$ cat config.mk
export PLATFORM = sky130hd
export DESIGN_NAME = i2c_stat_stretch
export DESIGN_NICKNAME = d
export VERILOG_FILES = /design/src/rtl/i2c_stat_pkg.sv /design/src/rtl/i2c_evt_decode.sv /design/src/rtl/i2c_evt_prio.sv /design/src/rtl/i2c_flag_ctrl.sv /design/src/rtl/i2c_stat_stretch.sv
export SDC_FILE = /design/constraint.sdc
export NUM_CORES = 1
export LEC_CHECK = 0
export BUFFER_PORTS_ARGS = -buffer_cell sky130_fd_sc_hd__clkbuf_2
export CORE_MARGIN = 3
export CORE_UTILIZATION = 35
export CTS_BUF_LIST = sky130_fd_sc_hd__clkbuf_16
export DETAILED_ROUTE_END_ITERATION = 10
export GPL_ROUTABILITY_DRIVEN = 0
export PLACE_DENSITY = 0.56
export REMOVE_ABC_BUFFERS = 1
export SETUP_SLACK_MARGIN = 0.3
export SLEW_MARGIN = 10
export SYNTH_ARGS = -nofsm -noshare
export SYNTH_HDL_FRONTEND = slang
export SYNTH_SLANG_ARGS = --single-unit
$ cat constraint.sdc
create_clock -name clk -period 2.4 [get_ports clk]
set_clock_uncertainty 0.2 [all_clocks]
set_input_delay 0.36 -clock clk [delete_from_list [all_inputs] [get_ports clk]]
set_output_delay 0.36 -clock clk [all_outputs]
set_load 0.05 [all_outputs]
$ cat src/rtl/i2c_stat_pkg.sv
package i2c_stat_pkg;

  localparam int STAT_W = 8;
  typedef logic [STAT_W-1:0] stat_t;

  // status codes, low three bits always zero
  localparam stat_t ST_NONE        = 8'hF8;
  localparam stat_t ST_START       = 8'h08;
  localparam stat_t ST_RSTART      = 8'h10;
  localparam stat_t ST_MT_SLA_ACK  = 8'h18;
  localparam stat_t ST_MT_SLA_NACK = 8'h20;
  localparam stat_t ST_MT_DAT_ACK  = 8'h28;
  localparam stat_t ST_MT_DAT_NACK = 8'h30;
  localparam stat_t ST_ARB_LOST    = 8'h38;
  localparam stat_t ST_MR_SLA_ACK  = 8'h40;
  localparam stat_t ST_MR_SLA_NACK = 8'h48;
  localparam stat_t ST_MR_DAT_ACK  = 8'h50;
  localparam stat_t ST_MR_DAT_NACK = 8'h58;
  localparam stat_t ST_SR_SLA      = 8'h60;
  localparam stat_t ST_SR_GCALL    = 8'h70;
  localparam stat_t ST_SR_DAT_ACK  = 8'h80;
  localparam stat_t ST_SR_DAT_NACK = 8'h88;
  localparam stat_t ST_SR_GDAT_ACK = 8'h90;
  localparam stat_t ST_SR_GDAT_NAK = 8'h98;
  localparam stat_t ST_ST_SLA      = 8'hA8;
  localparam stat_t ST_ST_DAT_ACK  = 8'hB8;
  localparam stat_t ST_ST_DAT_NACK = 8'hC0;

  typedef enum logic [2:0] {
    MD_IDLE,
    MD_MSTART,
    MD_MTX,
    MD_MRX,
    MD_STX,
    MD_SRX,
    MD_SRX_GC
  } mode_e;

  // event slots, index order is priority order (0 = highest)
  localparam int NUM_EV   = 5;
  localparam int EV_ARB   = 0;
  localparam int EV_START = 1;
  localparam int EV_MATCH = 2;
  localparam int EV_ADDR  = 3;
  localparam int EV_DATA  = 4;

endpackage

$ cat src/rtl/i2c_evt_decode.sv
module i2c_evt_decode
  import i2c_stat_pkg::*;
(
  input  logic                          clk,
  input  logic                          rst,
  input  logic                          en_i,
  input  logic                          ack_en_i,
  input  logic                          gc_en_i,
  input  logic                          ev_start_i,
  input  logic                          ev_stop_i,
  input  logic                          ev_addr_done_i,
  input  logic                          ev_data_done_i,
  input  logic                          ev_match_i,
  input  logic                          ev_arb_lost_i,
  input  logic                          ev_rw_i,
  input  logic                          ev_ack_i,
  input  logic                          ev_general_i,
  input  logic                          take_i,
  input  logic [NUM_EV-1:0]             grant_i,
  output logic [NUM_EV-1:0]             req_o,
  output logic [NUM_EV-1:0][STAT_W-1:0] codes_o
);

  mode_e mode_q;
  logic  owned_q;

  logic  match_ok;
  logic  data_ok;
  stat_t data_code;

  assign match_ok = ev_match_i && ack_en_i && (!ev_general_i || gc_en_i);

  always_comb begin
    data_ok   = 1'b1;
    data_code = ST_NONE;
    unique case (mode_q)
      MD_MTX:    data_code = ev_ack_i ? ST_MT_DAT_ACK : ST_MT_DAT_NACK;
      MD_MRX:    data_code = ack_en_i ? ST_MR_DAT_ACK : ST_MR_DAT_NACK;
      MD_SRX:    data_code = ack_en_i ? ST_SR_DAT_ACK : ST_SR_DAT_NACK;
      MD_SRX_GC: data_code = ack_en_i ? ST_SR_GDAT_ACK : ST_SR_GDAT_NAK;
      MD_STX:    data_code = ev_ack_i ? ST_ST_DAT_ACK : ST_ST_DAT_NACK;
      default:   data_ok   = 1'b0;
    endcase
  end

  always_comb begin
    req_o = '0;
    req_o[EV_ARB]   = ev_arb_lost_i;
    req_o[EV_START] = ev_start_i;
    req_o[EV_MATCH] = match_ok;
    req_o[EV_ADDR]  = ev_addr_done_i && (mode_q == MD_MSTART);
    req_o[EV_DATA]  = ev_data_done_i && data_ok;

    codes_o = '0;
    codes_o[EV_ARB]   = ST_ARB_LOST;
    codes_o[EV_START] = owned_q ? ST_RSTART : ST_START;
    codes_o[EV_MATCH] = ev_general_i ? ST_SR_GCALL :
                        (ev_rw_i ? ST_ST_SLA : ST_SR_SLA);
    codes_o[EV_ADDR]  = ev_rw_i ? (ev_ack_i ? ST_MR_SLA_ACK : ST_MR_SLA_NACK)
                                : (ev_ack_i ? ST_MT_SLA_ACK : ST_MT_SLA_NACK);
    codes_o[EV_DATA]  = data_code;
  end

  always_ff @(posedge clk) begin
    if (rst || !en_i) begin
      mode_q  <= MD_IDLE;
      owned_q <= 1'b0;
    end else if (take_i) begin
      if (grant_i[EV_ARB]) begin
        mode_q  <= MD_IDLE;
        owned_q <= 1'b0;
      end else if (grant_i[EV_START]) begin
        mode_q  <= MD_MSTART;
        owned_q <= 1'b1;
      end else if (grant_i[EV_MATCH]) begin
        mode_q  <= ev_general_i ? MD_SRX_GC : (ev_rw_i ? MD_STX : MD_SRX);
      end else if (grant_i[EV_ADDR]) begin
        mode_q  <= ev_rw_i ? MD_MRX : MD_MTX;
      end
    end else if (ev_stop_i) begin
      mode_q  <= MD_IDLE;
      owned_q <= 1'b0;
    end
  end

endmodule

$ cat src/rtl/i2c_evt_prio.sv
module i2c_evt_prio #(
  parameter int N = 5,
  parameter int W = 8
) (
  input  logic [N-1:0]        req_i,
  input  logic [N-1:0][W-1:0] codes_i,
  output logic [N-1:0]        grant_o,
  output logic                any_o,
  output logic [W-1:0]        code_o
);

  logic [N:0] seen;

  assign seen[0] = 1'b0;

  for (genvar g = 0; g < N; g++) begin : g_slot
    assign grant_o[g]  = req_i[g] && !seen[g];
    assign seen[g+1]   = seen[g] || req_i[g];
  end

  assign any_o = seen[N];

  always_comb begin
    code_o = '0;
    for (int i = 0; i < N; i++) begin
      if (grant_o[i]) code_o = codes_i[i];
    end
  end

endmodule

$ cat src/rtl/i2c_flag_ctrl.sv
module i2c_flag_ctrl #(
  parameter int             W       = 8,
  parameter logic [W-1:0]   NO_INFO = 8'hF8
) (
  input  logic         clk,
  input  logic         rst,
  input  logic         en_i,
  input  logic         clr_i,
  input  logic         any_i,
  input  logic [W-1:0] code_i,
  output logic         take_o,
  output logic         flag_o,
  output logic [W-1:0] status_o
);

  logic         flag_q;
  logic [W-1:0] held_q;
  logic [W-1:0] status_q;

  assign take_o = en_i && !flag_q && any_i;

  always_ff @(posedge clk) begin
    if (rst) begin
      flag_q <= 1'b0;
      held_q <= NO_INFO;
    end else if (!en_i) begin
      flag_q <= 1'b0;
    end else if (take_o) begin
      flag_q <= 1'b1;
      held_q <= code_i;
    end else if (clr_i) begin
      flag_q <= 1'b0;
    end
  end

  // status trails the flag by one cycle
  always_ff @(posedge clk) begin
    if (rst) status_q <= NO_INFO;
    else     status_q <= flag_q ? held_q : NO_INFO;
  end

  assign flag_o   = flag_q;
  assign status_o = status_q;

endmodule

$ cat src/rtl/i2c_stat_stretch.sv
module i2c_stat_stretch
  import i2c_stat_pkg::*;
#(
  parameter logic [STAT_W-1:0] NO_INFO = ST_NONE
) (
  input  logic              clk,
  input  logic              rst,
  input  logic              en_i,
  input  logic              ack_en_i,
  input  logic              gc_en_i,
  input  logic              clr_i,
  input  logic              ev_start_i,
  input  logic              ev_stop_i,
  input  logic              ev_addr_done_i,
  input  logic              ev_data_done_i,
  input  logic              ev_match_i,
  input  logic              ev_arb_lost_i,
  input  logic              ev_rw_i,
  input  logic              ev_ack_i,
  input  logic              ev_general_i,
  output logic              irq_o,
  output logic [STAT_W-1:0] status_o,
  output logic              scl_hold_o
);

  logic [NUM_EV-1:0]             req;
  logic [NUM_EV-1:0][STAT_W-1:0] codes;
  logic [NUM_EV-1:0]             grant;
  logic                          any_req;
  logic [STAT_W-1:0]             sel_code;
  logic                          take;
  logic                          flag;

  i2c_evt_decode u_decode (
    .clk            (clk),
    .rst            (rst),
    .en_i           (en_i),
    .ack_en_i       (ack_en_i),
    .gc_en_i        (gc_en_i),
    .ev_start_i     (ev_start_i),
    .ev_stop_i      (ev_stop_i),
    .ev_addr_done_i (ev_addr_done_i),
    .ev_data_done_i (ev_data_done_i),
    .ev_match_i     (ev_match_i),
    .ev_arb_lost_i  (ev_arb_lost_i),
    .ev_rw_i        (ev_rw_i),
    .ev_ack_i       (ev_ack_i),
    .ev_general_i   (ev_general_i),
    .take_i         (take),
    .grant_i        (grant),
    .req_o          (req),
    .codes_o        (codes)
  );

  i2c_evt_prio #(.N(NUM_EV), .W(STAT_W)) u_prio (
    .req_i   (req),
    .codes_i (codes),
    .grant_o (grant),
    .any_o   (any_req),
    .code_o  (sel_code)
  );

  i2c_flag_ctrl #(.W(STAT_W), .NO_INFO(NO_INFO)) u_flag (
    .clk      (clk),
    .rst      (rst),
    .en_i     (en_i),
    .clr_i    (clr_i),
    .any_i    (any_req),
    .code_i   (sel_code),
    .take_o   (take),
    .flag_o   (flag),
    .status_o (status_o)
  );

  assign irq_o      = flag;
  assign scl_hold_o = flag;

endmodule

==> impl_summary.md <==
Outcome
The flow ran to the end, and the final reports show no timing, DRC or antenna violations.

Pwr
Net switching is roughly a quarter of the power. The internal power of the cells totals around 520 uW. Power spread over the standard cell area amounts to between 600 and 700 mW/mm2.

The clock network burns approximately 46% of the power. VDD sags by at most 0.392 mV. The analysis attributes to cell leakage a power of 0.444 nW. The net switching power is 182 uW. The sequential fraction of design power is 38.2%.

The relative contribution of combinational cells to total power is about 16%.

Logic synthesis
By count the netlist is led by dfxtp_1 (15), a21oi_1 (11), nand2b_1 (9), nor2_1 (8). The number of enable flip-flop cells after synthesis is 0. During synthesis, Yosys emitted a total of 0 warnings. The mean instance size in the synthesized netlist is 8.57 um2. After technology mapping, the gate count stands at around 120. After synthesis, flip-flops and latches occupy a little under a third of the total area. The share of synthesized registers carrying an async set or reset is 0%. Synthesis instantiated 46 different standard cells from the library. Ranked by total cell area, the synthesized netlist is headed by dfxtp_1 (30%), nand2b_1 (5.7%), a21oi_1 (5.6%).

In this run the biggest area consumer among cell types represents between 30 and 40% of the synthesized area. The most used flip-flop cell after synthesis is dfxtp_1. In this run the cell area of the synthesized design comes to approximately 1000 um2. The leading area contributor after synthesis is dfxtp_1.

The cell with the most instances after synthesis is dfxtp_1. The total of flip-flops plus latches after synthesis is 15.

Setup path
Counting cells, the worst reg-to-reg path comes to 4. The type of origin of the critical path is a flip-flop. At the worst endpoint, the arrival time is approximately 1.9 ns. In this run the worst path has a maximum fanout of 12. At the worst endpoint, the required time is 2.33 ns. The internal reg-to-reg setup slack is roughly 0.46 ns. The critical path is of the reg -> reg type. The kind of capture point of the worst setup path is a flip-flop. The startpoint identified for the worst register-to-register timing path is u_decode.mode_q[2]. In this run the critical register-to-register path is captured at u_flag.held_q[4].

Drt
The residual antenna-violating net count after detailed routing is 0. The detailed-route wire length is 2.33 mm. The number of search-and-repair iterations in the first detailed-routing pass is 4. For this run, design rule violations remaining after detail routing come to 0. The first-iteration detailed-routing DRC count is 30. The average wire per cell in the routed design is about 14 um. After detailed routing, the number of vias per cell comes to roughly 5.6. The detailed-route via count is slightly above 900.

Floorplan
In this run the standard cell core region covers between 0.002 and 0.003 mm2. The die is between 50 and 60 um wide. In this run the core area contains 18 standard-cell rows. The area enclosed by the die boundary is between 0.003 and 0.004 mm2.

The effective utilization at floorplan is between 30% and 40%. The die height is 59.1 um. Pin placement for this block handled 25 I/O pins.

Global routing
The maximum number of pins on one net before global-route repair is 13. The met1 usage is approximately a fifth. The layer flagged by global routing as most heavily used is met2. The via count of the first global-routing pass is between 800 and 900. The first global-routing pass estimated 3.93 mm of wire. Global routing used between 3 and 4% of the available met3 tracks. Across every metal layer, demand over resource in global routing totals 14.8%.

The initial antenna violation count is 0. After global routing the overflow that remains totals 0. The global-route track usage on met2 is around 22%.

Timing
For this run, the top clock speed supported by timing is between 500 and 600 MHz. The total count of hold-check failures in the final report is 0. After routing, the total negative slack on setup checks comes to 0 ns. Setup violations remaining at the end of the flow were counted as 0.

The worst path meets setup with 0.458 ns of slack. Setup repair after global routing left no endpoint under its margin. On the final layout, the worst hold slack is approximately 0.098 ns. The final clock period utilization by the worst path is approximately four fifths. The shortest period the worst path allows is 1.94 ns.

The count of pins over their slew limit came to 0.

Clock tree
Buffers inserted to repair hold after CTS numbered 0. The number of CTS-inserted buffers is 3. Clock latency on the worst-skew pair, taken at its later pin, is approximately 0.25 ns.

The clock net in this run drives a total of 15 sinks. After clock tree synthesis, the clock-pin slew on the worst setup and hold paths is 0.05 ns. The number of gates resized after CTS was 0.

The CTS tree is done. The number of levels the H-tree was split into is 1. The clock root buffer is clkbuf_16.

The number of buffers added for setup after CTS is 0. The deepest clock path buffer count is 2.

Worst hold path
The min-delay analysis places its worst path in the category in -> reg. For hold timing, the worst endpoint is u_flag.flag_o. The startpoint of the tightest hold check path is clr_i. The cell depth of the worst hold path is 2.

Final layout
The count of cells in the finished layout, fillers not included, comes to about 170. The number of antenna diodes in the final layout is 0. The area added between synthesis and finish is 18.9%.

Cells with a size suffix above 1 make up between 20% and 30% of the layout. The net count of the finished layout is ~150. The total non-filler cell area in the finished layout is around 0.0012 mm2.

Placed design
The placed wire-length estimate is roughly 1.9 mm. The cell count after placement is roughly 160. The worst setup timing slack at the placement stage is 0.434 ns. The standard cell area after detailed placement is 0.00109 mm2. The count of buffers inserted at the top-level ports is 21.

Job
The count of maximum capacitance violations is 0.
through the flow:
step,total power [mW],utilization [%]
4_1_cts,0.710,45.7
3_5_place_dp,0.385,42.5
5_1_grt,0.732,45.7
3_3_place_gp,0.386,42.5
2_1_floorplan,0.346,-
6_report,0.704,45.7
worst max-delay path by stage:
stage	slack, ns	from	end
finish	0.46	u_decode.mode_q[2]	u_flag.held_q[4]
global route	0.33	u_decode.mode_q[2]	u_flag.held_q[4]
CTS	0.47	u_decode.mode_q[2]	u_flag.held_q[4]
global placement	0.31	gc_en_i	u_flag.held_q[4]
detailed placement	0.43	gc_en_i	u_flag.held_q[4]
floorplan	0.21	u_flag.flag_o	u_flag.held_q[4]
sequential cells by signal, summed over array words and instances (netlist names):
name,count
u_decode.mode_q,3
u_flag.flag_o,1
u_decode.owned_q,1
u_flag.status_o,5
u_flag.held_q,5
power by group through the flow:
stage | clock network, mW | logic, mW | registers (mW)
floorplan | 0 | 0.0619 | 0.284
global placement | 0 | 0.112 | 0.274
detailed placement | 0 | 0.111 | 0.274
CTS | 0.329 | 0.112 | 0.269
global route | 0.338 | 0.124 | 0.270
finish | 0.323 | 0.112 | 0.269
cell type report:
cell class,instances,area [um2]
multi-input cells,88,616
clock inverters,1,5.00
repair buffers,23,120
well taps,30,37.5
inverters,5,18.8
fillers,256,1400
clock buffers,3,75.1
flip-flops and latches,15,300
per-layer routing:
layer / up-vias / wire length [um]
met1: 430 / 1110
met4: 0 / 48
met3: 5 / 136
met5: - / 0
met2: 23 / 1030
li1: 467 / -
cells in the final DEF, fill, tap and decap left out, drive strengths merged, types with 2 or more instances in the layout:
master,netlist,final
inv,5,5
nor2,9,9
nor3,2,2
o211ai,3,3
nor2b,5,5
conb,1,3
buf,7,2
a211oi,2,2
a211o,2,2
a21oi,11,11
a2111oi,5,5
nand3,5,5
a22oi,2,2
a31oi,2,2
ha,2,2
clkbuf,2,24
nand2,3,3
nand2b,9,9
o21ai,5,5
dfxtp,15,15
cell families after synthesis:
family | Yosys count | synth area share [%]
and+or+nand+nor | 42 | 26.9
DFF | 15 | 30.5
xor gates and xnor gates | 1 | 0.888
adders and majority gates | 2 | 2.54
other | 1 | 0.380
buffers and inverters | 14 | 7.87
AOI/OAI and AO/OA | 40 | 31.0
worst max-delay path, cell delays in order, from the launching register on:
cell and delay, ns:
dfxtp_1 0.59, nor4bb_4 0.14, a2111oi_0 0.43, a2111oi_0 0.12, a2111o_1 0.35
Note: power is estimated with default switching activity, not from simulation.
